--- src/rtl/slot_pwr_ctrl.sv ---
module slot_pwr_ctrl #(
  parameter int unsigned DEBOUNCE_CYCLES = 16
) (
  input  logic clk,
  input  logic rst_n,
  input  logic pcie_det_n,
  input  logic usb_det_n,
  input  logic sys_active,
  input  logic aux_lockout,
  input  logic prim_lockout,
  input  logic therm_fault,
  output logic en_p33,
  output logic en_p15,
  output logic en_aux,
  output logic dis_p33,
  output logic dis_p15,
  output logic dis_aux,
  output logic rails_hiz
);

  localparam int unsigned CW = (DEBOUNCE_CYCLES > 1) ? $clog2(DEBOUNCE_CYCLES) : 1;
  localparam logic [CW-1:0] CNT_LAST = CW'(DEBOUNCE_CYCLES - 1);
  localparam logic [5:0] SYNC_RST = 6'b110000;

  typedef enum logic [1:0] {ST_OFF, ST_STBY, ST_FULL} st_t;

  // bit order: pcie_n, usb_n, sys, aux_lk, prim_lk, therm
  logic [5:0] s1, s2;
  logic [CW-1:0] cnt;
  logic card_db;
  logic card_raw;
  logic live;
  st_t  state;

  always_ff @(posedge clk or negedge rst_n) begin
    if (!rst_n) begin
      s1 <= SYNC_RST;
      s2 <= SYNC_RST;
    end else begin
      s1 <= {pcie_det_n, usb_det_n, sys_active, aux_lockout, prim_lockout, therm_fault};
      s2 <= s1;
    end
  end

  assign card_raw = ~(s2[5] & s2[4]);

  always_ff @(posedge clk or negedge rst_n) begin
    if (!rst_n) begin
      cnt     <= '0;
      card_db <= 1'b0;
    end else if (card_raw == card_db) begin
      cnt <= '0;
    end else if (cnt == CNT_LAST) begin
      cnt     <= '0;
      card_db <= card_raw;
    end else begin
      cnt <= cnt + 1'b1;
    end
  end

  always_ff @(posedge clk or negedge rst_n) begin
    if (!rst_n)        state <= ST_OFF;
    else if (!card_db) state <= ST_OFF;
    else if (s2[3])    state <= ST_FULL;
    else               state <= ST_STBY;
  end

  assign rails_hiz = s2[0];
  assign live      = !s2[0] && !s2[2];
  assign en_aux    = live && (state != ST_OFF);
  assign en_p33    = live && !s2[1] && (state == ST_FULL);
  assign en_p15    = live && !s2[1] && (state == ST_FULL);
  assign dis_aux   = !rails_hiz && !en_aux;
  assign dis_p33   = !rails_hiz && !en_p33;
  assign dis_p15   = !rails_hiz && !en_p15;

  a_r8_thermal_float: assert property (@(posedge clk) disable iff (!rst_n)
    (therm_fault ##1 therm_fault) |=> (rails_hiz && !en_aux && !en_p33 && !en_p15
                                       && !dis_aux && !dis_p33 && !dis_p15));

  a_r6_aux_lock_all_off: assert property (@(posedge clk) disable iff (!rst_n)
    (aux_lockout ##1 aux_lockout) |=> (!en_aux && !en_p33 && !en_p15));

  a_r7_prim_lock_off: assert property (@(posedge clk) disable iff (!rst_n)
    (prim_lockout ##1 prim_lockout) |=> (!en_p33 && !en_p15));

  a_r9_primary_needs_aux: assert property (@(posedge clk) disable iff (!rst_n)
    (en_p33 || en_p15) |-> en_aux);

  a_r4_standby_prim_off: assert property (@(posedge clk) disable iff (!rst_n)
    (state == ST_STBY) |-> (!en_p33 && !en_p15));

  a_r5_no_card_off: assert property (@(posedge clk) disable iff (!rst_n)
    !card_db |=> !en_aux);

  a_r10_hold_until_window: assert property (@(posedge clk) disable iff (!rst_n)
    (card_raw != card_db && cnt != CNT_LAST) |=> $stable(card_db));

endmodule

--- config.mk ---
export PLATFORM = sky130hd
export DESIGN_NAME = slot_pwr_ctrl
export DESIGN_NICKNAME = d
export VERILOG_FILES = /design/src/rtl/slot_pwr_ctrl.sv
export SDC_FILE = /design/constraint.sdc
export NUM_CORES = 1
export LEC_CHECK = 0
export ABC_AREA = 1
export BUFFER_PORTS_ARGS = -buffer_cell sky130_fd_sc_hd__buf_2
export CORE_MARGIN = 2
export CORE_UTILIZATION = 44
export CTS_CLUSTER_DIAMETER = 200
export DETAILED_ROUTE_END_ITERATION = 10
export PLACE_DENSITY_LB_ADDON = 0.15
export SLEW_MARGIN = 30
export SYNTH_ARGS = -nofsm -noshare
export SYNTH_HDL_FRONTEND = slang
export SYNTH_SLANG_ARGS = --single-unit
--- constraint.sdc ---
create_clock -name clk -period 1.18 [get_ports clk]
set_clock_uncertainty 0.2 [all_clocks]
set_input_delay 0.118 -clock clk [delete_from_list [all_inputs] [get_ports clk]]
set_output_delay 0.118 -clock clk [all_outputs]
set_load 0.02 [all_outputs]
==> results.toml <==
[status]
status = "finished with violations"
violations = "setup timing"

[clock_network]
cts_made_buffers = 3
clkSinkCount = 19
h-tree-depth = 1
clock-root-buffer = "clkbuf_4"
path_clk_slew_ps = 100
clock_latency_ps = 280
tritoncts = "yes"
clk_path_buf_depth = 2

[layout]
fin_util_pct = 67.09
antenna_cells = 0
final_layout_size_suffix_gt1_share_pct = 51.81
fin_nets = 93
final_common_cell = "dfrtp_1"
area_growth_pct = 46.11
most-common-layout-cells = "14 x dfrtp_1, 8 x buf_2, 7 x dlygate4sd3_1"

[floorplan]
die_h_um = 43.19
io_pins = 15
start_util_pct = 45.92
dieArea_um2 = 1865
rows = 14
fp.dieW_um = 43.19
core_um2 = 1471

[sta]
hold_slack_ps = 69.22
slew_violations = 0
max_slew_margin_pct = 73.94
setup-violations-final = 7
fmax_ghz = 0.6390
fin_ws_ps = -384.9
rsz0062_at_grt = "yes"
finalHoldViolCount = 0
tightest_slew_ps = 390.9
post-route-period-util_pct = 132.6
period_minus_slack_ps = 1565

[yosys]
seq_area_frac_synth_pct = 71.11
synthTopCellsByArea = "dfrtp_1 56%, dfstp_2 16%, nand2_1 5.0%, nand3_2 4.4%, inv_1 3.9%"
synth.largest_area_cell = "dfrtp_1"
synth_top_area_share_pct = 55.56
avgSynthCellArea_um2 = 12.07
syn_nets = 65
synthMuxAreaShare_pct = 0
synth_warnings = 0
synth_compound_area_share_pct = 1.852
synth_adder_area_share_pct = 1.852
synth_top_family_by_area = "simple AND/OR/NAND/NOR gates"
postSynthCellCount = 56
synth_cell_types = 15
synthSimpleGateAreaFrac_pct = 17.78
synth_seq_cells = 19
netlist_area_um2 = 675.6
synth-xor-area-share_pct = 1.296

[route]
postRouteAntennaNets = 0
initialDrtViolationCount = 4
drt-vias-per-instance = 4.414
drt_pass1_iterations = 2
wirelength_um = 962
drc = 0
vias = 437
avgRoutedWirePerCell_um = 9.717

[worst_setup_path]
cpPeakStageDelay_ps = 430
worstReg2RegEnd = "card_db$_DFFE_PN0P_"
cp-endpoint = "en_p15"
worstSetupEndpointType = "output pin"
worstPathArrival_ps = 1250
cp-start-kind = "register"
critPathMostFrequentCell = "nor2_4"
startpoint = "s2[0]$_DFF_PN0_"
crit_path_top_delay_cell = "dfrtp_2"
critPathMaxFanout = 3
reg2reg_from = "cnt[1]$_DFF_PN0_"
reg2reg_depth = 4
worstPathCellList = "nor2_4 -> nand2_2 -> buf_4 -> nor2_4 -> buf_6"
cp_data_required_time_ps = 860
crit_type = "reg2out"
r2r_slack_ps = 10

[global_routing]
grt_util_met3_pct = 2.553
overflow = 0
track_usage_pct = 12.53
grt_use_met2_pct = 18.21
busiest_layer = "met2"
grt_pass1_wl_um = 1635
use_met1_pct = 16.48
grt_pass1_vias = 404
grt_start_max_net_pins = 20
grt_antenna_before_repair = 0

[job]
maxCapViolCount = 0

[pwr]
pwr_density_cell_nw_per_um2 = 1632
p_leak_nw = 0.4659
ir_drop_uv = 914.7

[placed_design]
dp_hpwl_um = 626
port_buffers = 14
gp_congestion = 0.7494

[min_path]
min_path_type = "in2async"
==> critical path, delay by kind of cell (launching register included) <==
family / cells / cell delay [ps]
flops: 1 / 430
simple gates: 3 / 270
buf+inv: 2 / 260
==> flip-flops by register name, indices dropped and copies added (netlist names) <==
name     cells
card_db      1
s2           6
s1           6
state        2
cnt          4
==> cell type report <==
cell class,instances,area (um2)
inverter,7,26.28
fill,108,484.2
timing repair buffer,25,207.7
tap,16,20.02
clock buffer,4,26.28
multi-input combinational,28,225.2
sequential,19,481.7
==> metal layers <==
metal  up-vias  wire length (um)
met5         -                 0
met4         0                14
met3         2                24
met2         9               495
met1       204               428
li1        222                 -
==> timing repair <==
| action | in CTS | in global routing |
|---|---|---|
| endpoints found under the setup margin | 9 | 11 |
| hold buffers | 7 | 0 |
| pin swaps | 1 | 9 |
| setup buffers | 0 | 1 |
| endpoints found under the hold margin | 25 | 0 |
| resized for setup | 8 | 17 |
==> worst min path at each step <==
| stage | slack (ps) | cells past startpoint | start | to |
|---|---|---|---|---|
| after floorplan | -380 | 0 | rst_n | card_db$_DFFE_PN0P_ |
| after global placement | -140 | 1 | rst_n | s1[2]$_DFF_PN0_ |
| after detailed placement | -130 | 1 | rst_n | s1[2]$_DFF_PN0_ |
| after CTS | 80 | 2 | rst_n | s1[2]$_DFF_PN0_ |
| after global routing | 110 | 2 | rst_n | card_db$_DFFE_PN0P_ |
| final | 70 | 2 | rst_n | s1[0]$_DFF_PN0_ |
==> report_power, final <==
part           internal (mW)  leakage [nW]  switching (mW)
registers              0.762         0.226          0.0999
clock network          0.131        0.0150           0.173
logic                  0.238         0.224           0.207
total                   1.13         0.466           0.481
==> synth_stat cells (all sizes together) <==
cell,count
a21oi,1
buf,2
dfrtp,15
dfstp,4
ha,1
inv,7
nand2,10
nand3,4
nand4,1
nor2,9
o21bai,1
xnor2,1
==> logic make-up (layout without fill, tap and decap cells) <==
group / count (synthesis) / after routing
AO/OA/AOI/OAI: 2 / 2
XOR/XNOR: 1 / 1
adder cells (fa/ha/maj): 1 / 1
buffers and inverters: 9 / 36
flip-flops: 19 / 19
AND/OR/NAND/NOR: 24 / 24
==> per-stage QoR <==
stage	TNS (ps)	area, um2	power (mW)	std cells	setup slack, ps
floorplan	-491.6	690.7	1.049	56	-189.0
global placement	-153.8	784.5	1.167	87	-76.98
detailed placement	-189.1	784.5	1.173	87	-93.64
CTS	-2153	904.6	1.515	98	-407.5
global route	-2989	987.2	1.730	99	-496.3
finish	-2263	987.2	1.611	99	-384.9
Note: power is estimated with default switching activity, not from simulation.
